--- src/rtl/refsched_pkg.sv ---
package refsched_pkg;
  localparam int RANKS = 2;

  typedef enum logic [1:0] {ST_RUN, ST_DRAIN, ST_SLEEP} srState_t;

  typedef struct packed {
    logic [RANKS-1:0] take;
    logic             enterSr;
    logic             exitSr;
  } ctrlStrobe_t;

  typedef struct packed {
    logic [RANKS-1:0] owes;
    logic [RANKS-1:0] full;
    logic             tick;
    logic             ckeSettled;
  } dpStatus_t;
endpackage

--- src/rtl/refsched_dp.sv ---
module refsched_dp
  import refsched_pkg::*;
#(
  parameter int REFRESH_GAP     = 3120,
  parameter int RECOVER_CYCLES  = 51,
  parameter int EXIT_CMD_CYCLES = 55,
  parameter int EXIT_READ_CYCLES = 200,
  parameter int CKE_HOLD        = 3,
  parameter int DEBT_MAX        = 8
) (
  input  logic             clk,
  input  logic             rstN,
  input  logic             hotTemp,
  input  logic             sleepNow,
  input  ctrlStrobe_t      strobe,
  output dpStatus_t        status,
  output logic [RANKS-1:0] ckeOut,
  output logic             busy,
  output logic             readHold
);
  localparam int GAP_W  = $clog2(REFRESH_GAP + 1);
  localparam int DEBT_W = $clog2(DEBT_MAX + 1);
  localparam int REC_W  = $clog2(RECOVER_CYCLES + 1);
  localparam int XC_W   = $clog2(EXIT_CMD_CYCLES + 1);
  localparam int XR_W   = $clog2(EXIT_READ_CYCLES + 1);
  localparam int CKE_W  = $clog2(CKE_HOLD + 1);
  localparam logic [GAP_W-1:0]  COOL_LOAD = GAP_W'(REFRESH_GAP - 1);
  localparam logic [GAP_W-1:0]  HOT_LOAD  = GAP_W'(REFRESH_GAP / 2 - 1);
  localparam logic [DEBT_W-1:0] DEBT_TOP  = DEBT_W'(DEBT_MAX);
  localparam logic [REC_W-1:0]  REC_LOAD  = REC_W'(RECOVER_CYCLES);
  localparam logic [XC_W-1:0]   XC_LOAD   = XC_W'(EXIT_CMD_CYCLES);
  localparam logic [XR_W-1:0]   XR_LOAD   = XR_W'(EXIT_READ_CYCLES);
  localparam logic [CKE_W-1:0]  CKE_LOAD  = CKE_W'(CKE_HOLD - 1);

  // interval counter
  logic [GAP_W-1:0] gapCnt;
  logic [GAP_W-1:0] reloadVal;
  logic             tick;

  assign reloadVal = hotTemp ? HOT_LOAD : COOL_LOAD;
  assign tick      = (gapCnt == '0) && !sleepNow;

  always_ff @(posedge clk) begin
    if (!rstN)                 gapCnt <= COOL_LOAD;
    else if (sleepNow)         gapCnt <= reloadVal;
    else if (gapCnt == '0)     gapCnt <= reloadVal;
    else                       gapCnt <= gapCnt - 1'b1;
  end

  // per-rank refresh debt
  logic [DEBT_W-1:0] debt [RANKS];
  logic [RANKS-1:0]  owesVec;
  logic [RANKS-1:0]  fullVec;

  for (genvar r = 0; r < RANKS; r++) begin : g_rank
    logic [DEBT_W-1:0] debtNext;

    always_comb begin
      debtNext = debt[r];
      if (tick && !strobe.take[r] && debt[r] != DEBT_TOP) debtNext = debt[r] + 1'b1;
      else if (!tick && strobe.take[r])                   debtNext = debt[r] - 1'b1;
    end

    always_ff @(posedge clk) begin
      if (!rstN) debt[r] <= '0;
      else       debt[r] <= debtNext;
    end

    assign owesVec[r] = (debt[r] != '0);
    assign fullVec[r] = (debt[r] == DEBT_TOP);

    assert_debt_cap_R4: assert property (@(posedge clk) disable iff (!rstN)
      debt[r] <= DEBT_TOP)
      else $error("debt of rank %0d above limit", r);
  end

  // recovery timers
  logic [REC_W-1:0] recCnt;
  logic [XC_W-1:0]  xcCnt;
  logic [XR_W-1:0]  xrCnt;
  logic [CKE_W-1:0] ckeCnt;
  logic             ckeLow;

  always_ff @(posedge clk) begin
    if (!rstN)               recCnt <= '0;
    else if (|strobe.take)   recCnt <= REC_LOAD;
    else if (recCnt != '0)   recCnt <= recCnt - 1'b1;
  end

  always_ff @(posedge clk) begin
    if (!rstN) begin
      xcCnt <= '0;
      xrCnt <= '0;
    end else if (strobe.exitSr) begin
      xcCnt <= XC_LOAD;
      xrCnt <= XR_LOAD;
    end else begin
      if (xcCnt != '0) xcCnt <= xcCnt - 1'b1;
      if (xrCnt != '0) xrCnt <= xrCnt - 1'b1;
    end
  end

  always_ff @(posedge clk) begin
    if (!rstN) begin
      ckeLow <= 1'b0;
      ckeCnt <= '0;
    end else if (strobe.enterSr) begin
      ckeLow <= 1'b1;
      ckeCnt <= CKE_LOAD;
    end else if (strobe.exitSr) begin
      ckeLow <= 1'b0;
      ckeCnt <= CKE_LOAD;
    end else if (ckeCnt != '0) begin
      ckeCnt <= ckeCnt - 1'b1;
    end
  end

  assign ckeOut   = {RANKS{!ckeLow}};
  assign busy     = (recCnt != '0) || (xcCnt != '0) || (ckeCnt != '0) || sleepNow;
  assign readHold = busy || (xrCnt != '0);

  always_comb begin
    status.owes       = owesVec;
    status.full       = fullVec;
    status.tick       = tick;
    status.ckeSettled = (ckeCnt == '0);
  end

  assert_drop_clear_R7: assert property (@(posedge clk) disable iff (!rstN)
    $fell(ckeOut[0]) |-> $past(owesVec == '0))
    else $error("clock enable dropped with refresh owed");

  assert_cke_hold_R8: assert property (@(posedge clk) disable iff (!rstN)
    (ckeLow && ckeCnt != '0) |=> ckeLow)
    else $error("clock enable rose before minimum low time");

  assert_exit_guard_R9: assert property (@(posedge clk) disable iff (!rstN)
    $rose(ckeOut[0]) |-> (xcCnt != '0 && xrCnt != '0 && busy && readHold))
    else $error("exit recovery windows not running");
endmodule

--- src/rtl/refsched_ctrl.sv ---
module refsched_ctrl
  import refsched_pkg::*;
(
  input  logic             clk,
  input  logic             rstN,
  input  logic             srReq,
  input  logic [RANKS-1:0] refGnt,
  input  dpStatus_t        status,
  input  logic             busy,
  output ctrlStrobe_t      strobe,
  output logic             sleepNow,
  output logic [RANKS-1:0] refReq,
  output logic             refUrgent
);
  localparam int PTR_W = (RANKS > 1) ? $clog2(RANKS) : 1;
  localparam logic [PTR_W-1:0] PTR_LAST = PTR_W'(RANKS - 1);

  srState_t         state, nextState;
  logic [PTR_W-1:0] ptr, sel;
  logic             found;
  logic             enterSr, exitSr;

  // round-robin pick among owing ranks
  always_comb begin
    found = 1'b0;
    sel   = ptr;
    for (int k = 0; k < RANKS; k++) begin
      if (!found && status.owes[(int'(ptr) + k) % RANKS]) begin
        found = 1'b1;
        sel   = PTR_W'((int'(ptr) + k) % RANKS);
      end
    end
  end

  always_comb begin
    refReq = '0;
    if (found && !busy) refReq[sel] = 1'b1;
  end

  always_ff @(posedge clk) begin
    if (!rstN)                   ptr <= '0;
    else if (|(refReq & refGnt)) ptr <= (sel == PTR_LAST) ? '0 : sel + 1'b1;
  end

  // self-refresh sequencer
  always_comb begin
    nextState = state;
    enterSr   = 1'b0;
    exitSr    = 1'b0;
    case (state)
      ST_RUN:   if (srReq) nextState = ST_DRAIN;
      ST_DRAIN: begin
        if (!srReq) nextState = ST_RUN;
        else if (status.owes == '0 && !busy && !status.tick) begin
          nextState = ST_SLEEP;
          enterSr   = 1'b1;
        end
      end
      ST_SLEEP: begin
        if (!srReq && status.ckeSettled) begin
          nextState = ST_RUN;
          exitSr    = 1'b1;
        end
      end
      default:  nextState = ST_RUN;
    endcase
  end

  always_ff @(posedge clk) begin
    if (!rstN) state <= ST_RUN;
    else       state <= nextState;
  end

  assign sleepNow  = (state == ST_SLEEP);
  assign refUrgent = |status.full;

  always_comb begin
    strobe.take    = refReq & refGnt;
    strobe.enterSr = enterSr;
    strobe.exitSr  = exitSr;
  end

  assert_single_req_R5: assert property (@(posedge clk) disable iff (!rstN)
    $onehot0(refReq))
    else $error("more than one rank requested");

  assert_quiet_busy_R6: assert property (@(posedge clk) disable iff (!rstN)
    busy |-> (refReq == '0))
    else $error("refresh requested during recovery");

  assert_sleep_quiet_R10: assert property (@(posedge clk) disable iff (!rstN)
    (state == ST_SLEEP) |-> !status.tick)
    else $error("refresh credited during self-refresh");
endmodule

--- src/rtl/refresh_sched.sv ---
module refresh_sched
  import refsched_pkg::*;
#(
  parameter int REFRESH_GAP      = 3120,
  parameter int RECOVER_CYCLES   = 51,
  parameter int EXIT_CMD_CYCLES  = 55,
  parameter int EXIT_READ_CYCLES = 200,
  parameter int CKE_HOLD         = 3,
  parameter int DEBT_MAX         = 8
) (
  input  logic             clk,
  input  logic             rstN,
  input  logic             hotTemp,
  input  logic             srReq,
  input  logic [RANKS-1:0] refGnt,
  output logic [RANKS-1:0] refReq,
  output logic             refUrgent,
  output logic [RANKS-1:0] ckeOut,
  output logic             srActive,
  output logic             busy,
  output logic             readHold
);
  ctrlStrobe_t strobe;
  dpStatus_t   status;
  logic        sleepNow;

  refsched_ctrl u_ctrl (
    .clk      (clk),
    .rstN     (rstN),
    .srReq    (srReq),
    .refGnt   (refGnt),
    .status   (status),
    .busy     (busy),
    .strobe   (strobe),
    .sleepNow (sleepNow),
    .refReq   (refReq),
    .refUrgent(refUrgent)
  );

  refsched_dp #(
    .REFRESH_GAP     (REFRESH_GAP),
    .RECOVER_CYCLES  (RECOVER_CYCLES),
    .EXIT_CMD_CYCLES (EXIT_CMD_CYCLES),
    .EXIT_READ_CYCLES(EXIT_READ_CYCLES),
    .CKE_HOLD        (CKE_HOLD),
    .DEBT_MAX        (DEBT_MAX)
  ) u_dp (
    .clk     (clk),
    .rstN    (rstN),
    .hotTemp (hotTemp),
    .sleepNow(sleepNow),
    .strobe  (strobe),
    .status  (status),
    .ckeOut  (ckeOut),
    .busy    (busy),
    .readHold(readHold)
  );

  assign srActive = sleepNow;
endmodule

--- config.mk ---
export PLATFORM = sky130hd
export DESIGN_NAME = refresh_sched
export DESIGN_NICKNAME = d
export VERILOG_FILES = /design/src/rtl/refsched_pkg.sv /design/src/rtl/refsched_dp.sv /design/src/rtl/refsched_ctrl.sv /design/src/rtl/refresh_sched.sv
export SDC_FILE = /design/constraint.sdc
export NUM_CORES = 1
export LEC_CHECK = 0
export BUFFER_PORTS_ARGS = -buffer_cell sky130_fd_sc_hd__buf_2
export CAP_MARGIN = 20
export CELL_PAD_IN_SITES_DETAIL_PLACEMENT = 1
export CELL_PAD_IN_SITES_GLOBAL_PLACEMENT = 2
export CORE_ASPECT_RATIO = 0.8
export CORE_MARGIN = 1
export CORE_UTILIZATION = 33
export CTS_CLUSTER_SIZE = 25
export DETAILED_ROUTE_END_ITERATION = 10
export PLACE_DENSITY_LB_ADDON = 0.1
export REMOVE_ABC_BUFFERS = 1
export SETUP_SLACK_MARGIN = 0.4
export SYNTH_ARGS = -nofsm -noshare
export SYNTH_HDL_FRONTEND = slang
export SYNTH_SLANG_ARGS = --single-unit
--- constraint.sdc ---
create_clock -name clk -period 3.2 [get_ports clk]
set_input_delay 0.16 -clock clk [delete_from_list [all_inputs] [get_ports clk]]
set_output_delay 0.16 -clock clk [all_outputs]
set_load 0.01 [all_outputs]
After elaboration in Yosys (flattened, before gate mapping):

Memory sizes are Yosys's and may differ from the RTL's.
Index checks and enable logic that the tools add are counted.

* output and inout bits: 8
* latch bits: 0
* register bits after elaboration: 38
* memories kept: 1
* input bits: 6
* bits in writable memories: 8
* ROM bits: 0

* shifts and indexed selects: 0
* divide/modulo/power cells: 0
* equality and inequality tests: 9
* reductions and logical operators: 46
* add/sub/neg operators: 11
* $lt $le $gt $ge: 4
* multiply operators: 0
* bitwise gates (word level): 5
* multiplexer cells: 44

Memories
* u_dp.debt: words 2, width 4, read ports 2, clocked after Yosys merged registers in 0, write ports 2, RTL line refsched_dp.sv:51 `logic [DEBT_W-1:0] debt [RANKS];`

Operator list (number)
* two-way mux 12 bit: 3
* two-way mux 4 bit: 6
* two-way mux 6 bit: 4
* two-way mux 1 bit: 19
* two-way mux 2 bit: 8
* two-way mux 8 bit: 2
* logical AND 1 bit: 13
* logical NOT 12 bit: 1
* nonzero test 6 bit: 2
* subtractor 12 x 1 -> 12 bit, second input constant: 1
* subtractor 6 x 1 -> 6 bit, second input constant: 2
* nonzero test 2 bit: 5
* adder 4 x 1 -> 4 bit, second input constant: 2
* == test 4 bit, second input constant: 2
* logical NOT 1 bit: 8
* inequality test 4 bit, second input constant: 2
* nonzero test 4 bit: 2
* nonzero test 8 bit: 1
* subtractor 4 x 1 -> 4 bit, second input constant: 2
* subtractor 8 x 1 -> 8 bit, second input constant: 1
* logical NOT 2 bit: 3
* case mux 2 bit (3 select lines): 1
* OR reduction 2 bit: 3
* OR reduction 3 bit: 2
* 17 further kinds: 24

Depth between registers and ports, before layout:

Gate-level depths: netlist of the first run.

* depth after elaboration: 18
* gate-level depth with buffers: 14
* gate-level depth less buffers: 13

Cells and area by module:

Synthesis of the first run repeated with hierarchy kept, for this count alone.

* cell total of the unflattened synthesis: 274
* area, all modules: 2441.1 sq um

By module, submodules not included
* refsched_dp: seq. area each 860.8 sq um, cells each 246, area each 2225.9 sq um, instances 1
* refsched_ctrl: seq. area each 60.1 sq um, cells each 28, area each 215.2 sq um, instances 1

Least setup slack after synthesis of the first run:

No wires, ideal clock.

* path type: register -> register
* from: register u_dp.gapCnt[6]
* to: memory u_dp.debt[1][3] in the netlist's numbering
* required time: 3085 ps
* period minus slack after synthesis: 3058 ps
* arrival time: 2943 ps
* path slack: 142 ps
* cell stages (with the launch flop): 11
* setup time: 115 ps
* buffers on the path: 1
* cell sequence: dfxtp_1 > or4_1 > clkbuf_1 > nor3_2 > nand3_1 > ha_1 > a21oi_1 > nand2_1 > or4_4 > and3_4 > o21a_1

RTL lines
* start: declaration: RTL line refsched_dp.sv:36 `logic [GAP_W-1:0] gapCnt;`
* start signal: assignment: RTL line refsched_dp.sv:45 `else if (sleepNow) gapCnt <= reloadVal;`
* start signal: assignment: RTL line refsched_dp.sv:46 `else if (gapCnt == '0) gapCnt <= reloadVal;`
* start signal: assignment: RTL line refsched_dp.sv:47 `else gapCnt <= gapCnt - 1'b1;`
* end: declaration: RTL line refsched_dp.sv:51

==> results.sh, run 1 <==
export IMPL_run_status="completed"
export IMPL_cts_tree="yes"
export IMPL_dieArea_sq_um=7724
export IMPL_syn_inst=293
export IMPL_drt_iter0_drc=49
export IMPL_synth_common_cells="dfxtp_1, nand2_1, nor2_1"
export IMPL_ys_seq_elements=46
export IMPL_maxSlewViolCount=0
export IMPL_routed_wl_microns=6256
export IMPL_grt_total_usage_pct=17.15
export IMPL_worstSetupStartpointType="register"
export IMPL_die_w_microns=98.01
export IMPL_crit_slowest_cell="or4_4"
export IMPL_clockBufferDepth=2
export IMPL_wl_per_cell_microns=14.90
export IMPL_dr_pass1_iters=4
export IMPL_finalCritPeriodShare_pct=88.60
export IMPL_syn_avg_cell_area_sq_um=8.306
export IMPL_drc=0
export IMPL_critPathTopFamily="simple AND/OR/NAND/NOR gates"
export IMPL_synth_top_area_share_pct=37.84
export IMPL_io_buffers=13
export IMPL_rsz0062_at_grt="yes"
export IMPL_reg2reg_slack_ns=0.36
export IMPL_fp_row_count=27
export IMPL_diodes=0
export IMPL_grt_overflow=0
export IMPL_crit_arrival_ns=3.03
export IMPL_ys_warn_count=0
export IMPL_synthFlopType="dfxtp_1"
export IMPL_vdd_drop_max_uv=220.2
export IMPL_syn_area_sq_um=2434
export IMPL_synth_area_leaders="dfxtp_1, nand2_1, xnor2_1"
export IMPL_ys_seq_area_share_pct=37.84
export IMPL_path_cells="inv_4, ha_4, nand4bb_1, nand2b_4, or4_4, nand3_4, ha_4, a21oi_2, nand2_1, or4_4, and3_4, o21a_1"
export IMPL_nNetsFinal=352
export IMPL_vias_per_cell=5.079
export IMPL_cp_end_kind="register"
export IMPL_antenna_found_initial=0
export IMPL_pin_count=14
export IMPL_reg2regPathDepth=12
export IMPL_synth_edff_count=0
export IMPL_cts_root_buf="clkbuf_8"
export IMPL_grt_pass1_wl_microns=10520
export IMPL_finalSetupViolCount=0
export IMPL_clk_latency_ns=0.30
export IMPL_leakagePower_nw=1.247
export IMPL_dieHeight_microns=78.81
export IMPL_hold_violations=0
export IMPL_slowest_delay_ns=0.54
export IMPL_drtAntennaViolNets=0
export IMPL_synth_largest_area_cell="dfxtp_1"
export IMPL_clk_pin_slew_ns=0.09
export IMPL_final_util_pct=43.28
export IMPL_p_per_area_nw_per_um2=662.7
export IMPL_min_path_type="in -> reg"
export IMPL_start_util_pct=34.80
export IMPL_finalSetupTns_ns=0
export IMPL_timing_rr_end="u_dp.debt[1][3]"
export IMPL_critical_path_max_fanout=3
export IMPL_min_from="hotTemp"
export IMPL_cap_violations=0
export IMPL_skew_ns=0.01127
export IMPL_coreArea_sq_um=6993
export IMPL_cts_buffers=5
export IMPL_path_class="reg -> reg"
export IMPL_tightest_slew_ns=0.5766
export IMPL_syn_to_final_growth_pct=24.37
export IMPL_ctsHoldBuffers=0
export IMPL_routabilityCongestion=0.7673
export IMPL_critical_path_required_ns=3.40
export IMPL_placed_area_sq_um=2633
export IMPL_clock_fmax_mhz=352.7
export IMPL_grt_pass1_vias=2144
export IMPL_period_needed_ns=2.835
export IMPL_cts_num_sinks=46
export IMPL_yosys_cell_types_count=50
export IMPL_fin_area_sq_um=3027
export IMPL_grt_start_max_net_pins=25
export IMPL_worstReg2RegStart="u_dp.recCnt[0]"
export IMPL_yosysMostFrequentCell="dfxtp_1"
export IMPL_slew_headroom_pct=61.21
export IMPL_htree_levels=2
export IMPL_worstHoldPathCells=2
export IMPL_dp_hpwl_microns=4350
export IMPL_async_flop_share_pct=0
export IMPL_vias=2133
export IMPL_drive_gt1_share_pct=26.43
export IMPL_min_to="u_dp.gapCnt[11]"
export IMPL_critPathBufInv=1
[layout make-up]
| class | count | area [sq um] |
|---|---|---|
| fill | 851 | 3966 |
| multi-input combinational | 221 | 1551 |
| sequential | 46 | 929.6 |
| timing repair buffer | 43 | 294.0 |
| tap | 87 | 108.9 |
| clock buffer | 6 | 72.57 |
| inverter | 16 | 62.56 |
| clock inverter | 1 | 7.507 |
[per-stage QoR]
stage                     setup WS [ns]  hold WS, ns  cells  total power [mW]
after floorplan                  0.1717       0.2219    283             1.363
after global placement           0.1947       0.3899    392             1.534
after detailed placement         0.1596       0.3993    392             1.536
after CTS                        0.3907       0.1134    414             1.985
after global routing             0.2486       0.1250    420             2.194
final                            0.3647       0.1226    420             2.006
[where the power goes]
group,total [mW],internal (mW),switching (mW)
logic,0.876,0.433,0.443
registers,0.783,0.687,0.0962
clock network,0.347,0.150,0.197
[cells in the final DEF (no fill, tap or decap), types with 10 or more instances in the layout]
cell type / n
nor3_1: 13
buf_4: 29
xnor2_1: 16
buf_2: 13
nand2_1: 40
inv_1: 10
dfxtp_1: 39
nor2_1: 25
a21oi_1: 18
[flip-flops by register name, summed over array words and instances (netlist names)]
register	count
u_dp.ckeCnt	2
u_ctrl.state	2
u_dp.recCnt	6
u_dp.gapCnt	12
u_dp.ckeLow	1
u_dp.debt	8
u_ctrl.ptr	1
u_dp.xcCnt	6
u_dp.xrCnt	8
[repair_timing]
action	CTS	global route
hold endpoints to repair	0	0
resized for setup	27	10
pin swaps	4	3
setup endpoints to repair	2	3
setup buffers	15	6
[metal layers]
| metal | GRT usage [%] | wire (microns) |
|---|---|---|
| met5 | 0 | 0 |
| met4 | 5.606 | 55 |
| met3 | 2.905 | 103 |
| met2 | 27.18 | 2795 |
| met1 | 23.63 | 3302 |
[worst max path at each step]
| stage | from | endpoint | slack (ns) | cells after the start |
|---|---|---|---|---|
| 2_1_floorplan | u_dp.gapCnt[6] | u_dp.debt[1][3] | 0.17 | 9 |
| 6_report | u_dp.recCnt[0] | u_dp.debt[1][3] | 0.36 | 12 |
| 3_3_place_gp | u_ctrl.state[0] | u_dp.debt[1][3] | 0.19 | 11 |
| 3_5_place_dp | u_ctrl.state[0] | u_dp.debt[1][3] | 0.16 | 11 |
| 5_1_grt | u_dp.debt[1][3] | u_dp.debt[0][3] | 0.25 | 11 |
| 4_1_cts | u_dp.recCnt[0] | u_dp.debt[1][3] | 0.39 | 12 |
[cells by family (layout without fill, tap and decap cells)]
| kind of cell | Yosys count | after routing | synth area share (%) |
|---|---|---|---|
| muxes | 8 | 8 | 3.342 |
| AOI/OAI and AO/OA | 46 | 46 | 11.05 |
| DFF | 46 | 46 | 37.84 |
| xor gates and xnor gates | 24 | 24 | 8.637 |
| adders and majority gates | 13 | 13 | 7.301 |
| and+or+nand+nor | 130 | 130 | 27.61 |
| buffers and inverters | 26 | 66 | 4.216 |
(Power assumes the default switching activity.)
==> run 2, diff against run 1 <==
Clock period 3.2 ns to 2.4 ns, I/O delays scaled along.
==> run 2 against run 1 <==
Clock skew is 0.0017 ns higher. Utilization is 7.3 points higher. Sequential share of layout area is 4.3 points lower. Sequential cell count stayed put. The flow now finishes with violations (setup timing). Die area stayed put. Via count is 7.1% higher. Non-clock buffer count is 45 higher. Critical endpoint unchanged.
==> results.sh, run 2 (synthesized netlist as in run 1, its figures left out) <==
export IMPL_fp_row_count=27
export IMPL_cts_root_buf="clkbuf_8"
export IMPL_routabilityCongestion=0.7963
export IMPL_worstSetupStartpointType="register"
export IMPL_routed_wl_microns=6904
export IMPL_drc=0
export IMPL_clockBufferDepth=2
export IMPL_placed_area_sq_um=3068
export IMPL_period_needed_ns=2.721
export IMPL_top_register="u_dp.gapCnt"
export IMPL_final_cell_mix="buf_4, nand2_1, dfxtp_1, nor2_1, a21oi_1"
export IMPL_slowest_delay_ns=0.55
export IMPL_dp_hpwl_microns=5153
export IMPL_syn_to_final_growth_pct=45.40
export IMPL_drive_gt1_share_pct=39.84
export IMPL_critPathTopFamily="simple AND/OR/NAND/NOR gates"
export IMPL_htree_levels=2
export IMPL_io_buffers=13
export IMPL_dieHeight_microns=78.81
export IMPL_crit_top_cell="or4_4"
export IMPL_dieArea_sq_um=7724
export IMPL_grt_pass1_wl_microns=11870
export IMPL_p_per_area_nw_per_um2=830.9
export IMPL_min_path_type="in -> reg"
export IMPL_place_inst=450
export IMPL_drtAntennaViolNets=0
export IMPL_clk_latency_ns=0.30
export IMPL_crit_slowest_cell="or4_4"
export IMPL_vias_per_cell=4.901
export IMPL_setup_ws_ns=-0.3210
export IMPL_clock_fmax_mhz=367.5
export IMPL_run_status="finished with violations"
export IMPL_skew_ns=0.01295
export IMPL_maxSlewViolCount=0
export IMPL_cp_end_kind="register"
export IMPL_die_w_microns=98.01
export IMPL_cap_violations=0
export IMPL_wl_per_cell_microns=14.82
export IMPL_dr_pass1_iters=4
export IMPL_tightest_slew_ns=0.4230
export IMPL_grt_start_max_net_pins=24
export IMPL_vias=2284
export IMPL_path_cells="nand2b_4, inv_2, or3_4, or4_4, nand3_4, ha_4, a21oi_2, nand2_1, or4_4, and3_4, o21a_1"
export IMPL_cts_buffers=5
export IMPL_critPathBufInv=1
export IMPL_holdWs_ns=0.07225
export IMPL_start_util_pct=34.80
export IMPL_finalCritPeriodShare_pct=113.4
export IMPL_largest_reg_flops=12
export IMPL_leakagePower_nw=1.524
export IMPL_vdd_drop_max_uv=283.8
export IMPL_fin_area_sq_um=3538
export IMPL_finalSetupTns_ns=-1.130
export IMPL_cts_num_sinks=46
export IMPL_layout_commonest_cell="buf_4"
export IMPL_reg_top3="u_dp.gapCnt x12, u_dp.debt x8, u_dp.xrCnt x8"
export IMPL_grt_total_usage_pct=19.32
export IMPL_nNetsFinal=397
export IMPL_grt_overflow=0
export IMPL_slew_headroom_pct=71.80
export IMPL_coreArea_sq_um=6993
export IMPL_grt_pass1_vias=2467
export IMPL_critical_path_max_fanout=3
export IMPL_clk_pin_slew_ns=0.10
export IMPL_drt_iter0_drc=29
export IMPL_rsz0062_at_grt="yes"
export IMPL_path_class="reg -> reg"
export IMPL_cts_tree="yes"
export IMPL_critical_path_required_ns=2.60
export IMPL_hold_violations=0
export IMPL_pin_count=14
export IMPL_finalSetupViolCount=6
export IMPL_ctsHoldBuffers=0
export IMPL_crit_arrival_ns=2.92
export IMPL_fin_cells=466
export IMPL_antenna_found_initial=0
export IMPL_diodes=0
export IMPL_violations="setup timing"
-- run 2: layout make-up --
cell class	count	area, sq um
timing repair buffer	88	690.7
sequential	46	933.4
fill	823	3455
clock buffer	5	68.82
inverter	16	62.56
tap	87	108.9
clock inverter	3	21.27
multi-input combinational	221	1653
-- run 2: repair_timing --
action,CTS,global route
buffers inserted,5,3
setup endpoints to repair,16,19
endpoints found under the hold margin,0,0
pin swaps,11,13
gates resized for setup,53,22
-- run 2: metal layers --
layer,up-vias,track usage (%),wire [microns]
met1,1086,26.35,3639
met3,2,2.905,101
met4,0,3.636,27
li1,1186,-,-
met2,10,32.61,3135
met5,-,0,0
-- run 2: per-stage QoR --
stage               setup slack [ns]  power (mW)  utilization, %
global placement             -0.4026       2.272           43.87
CTS                          -0.3552       2.926           48.77
floorplan                    -0.6283       1.817               -
detailed placement           -0.4829       2.296           43.87
finish                       -0.3210       2.940           50.60
global route                 -0.4415       3.174           50.60
-- run 2: power breakdown --
part | internal [mW] | switching (mW)
Clock | 0.205 | 0.283
Combinational | 0.754 | 0.693
Sequential | 0.914 | 0.0900
Total | 1.87 | 1.07
-- run 2: worst paths after layout --
kind                                 startpoint               to  slack (ns)  cells after the start
worst max-delay path            u_ctrl.state[0]  u_dp.debt[1][3]       -0.32                     11
worst min-delay path                    hotTemp  u_dp.gapCnt[11]        0.07                      2
worst max register to register  u_ctrl.state[0]  u_dp.debt[1][3]       -0.32                     11
worst min register to register      u_dp.ckeLow      u_dp.ckeLow        0.48                      2
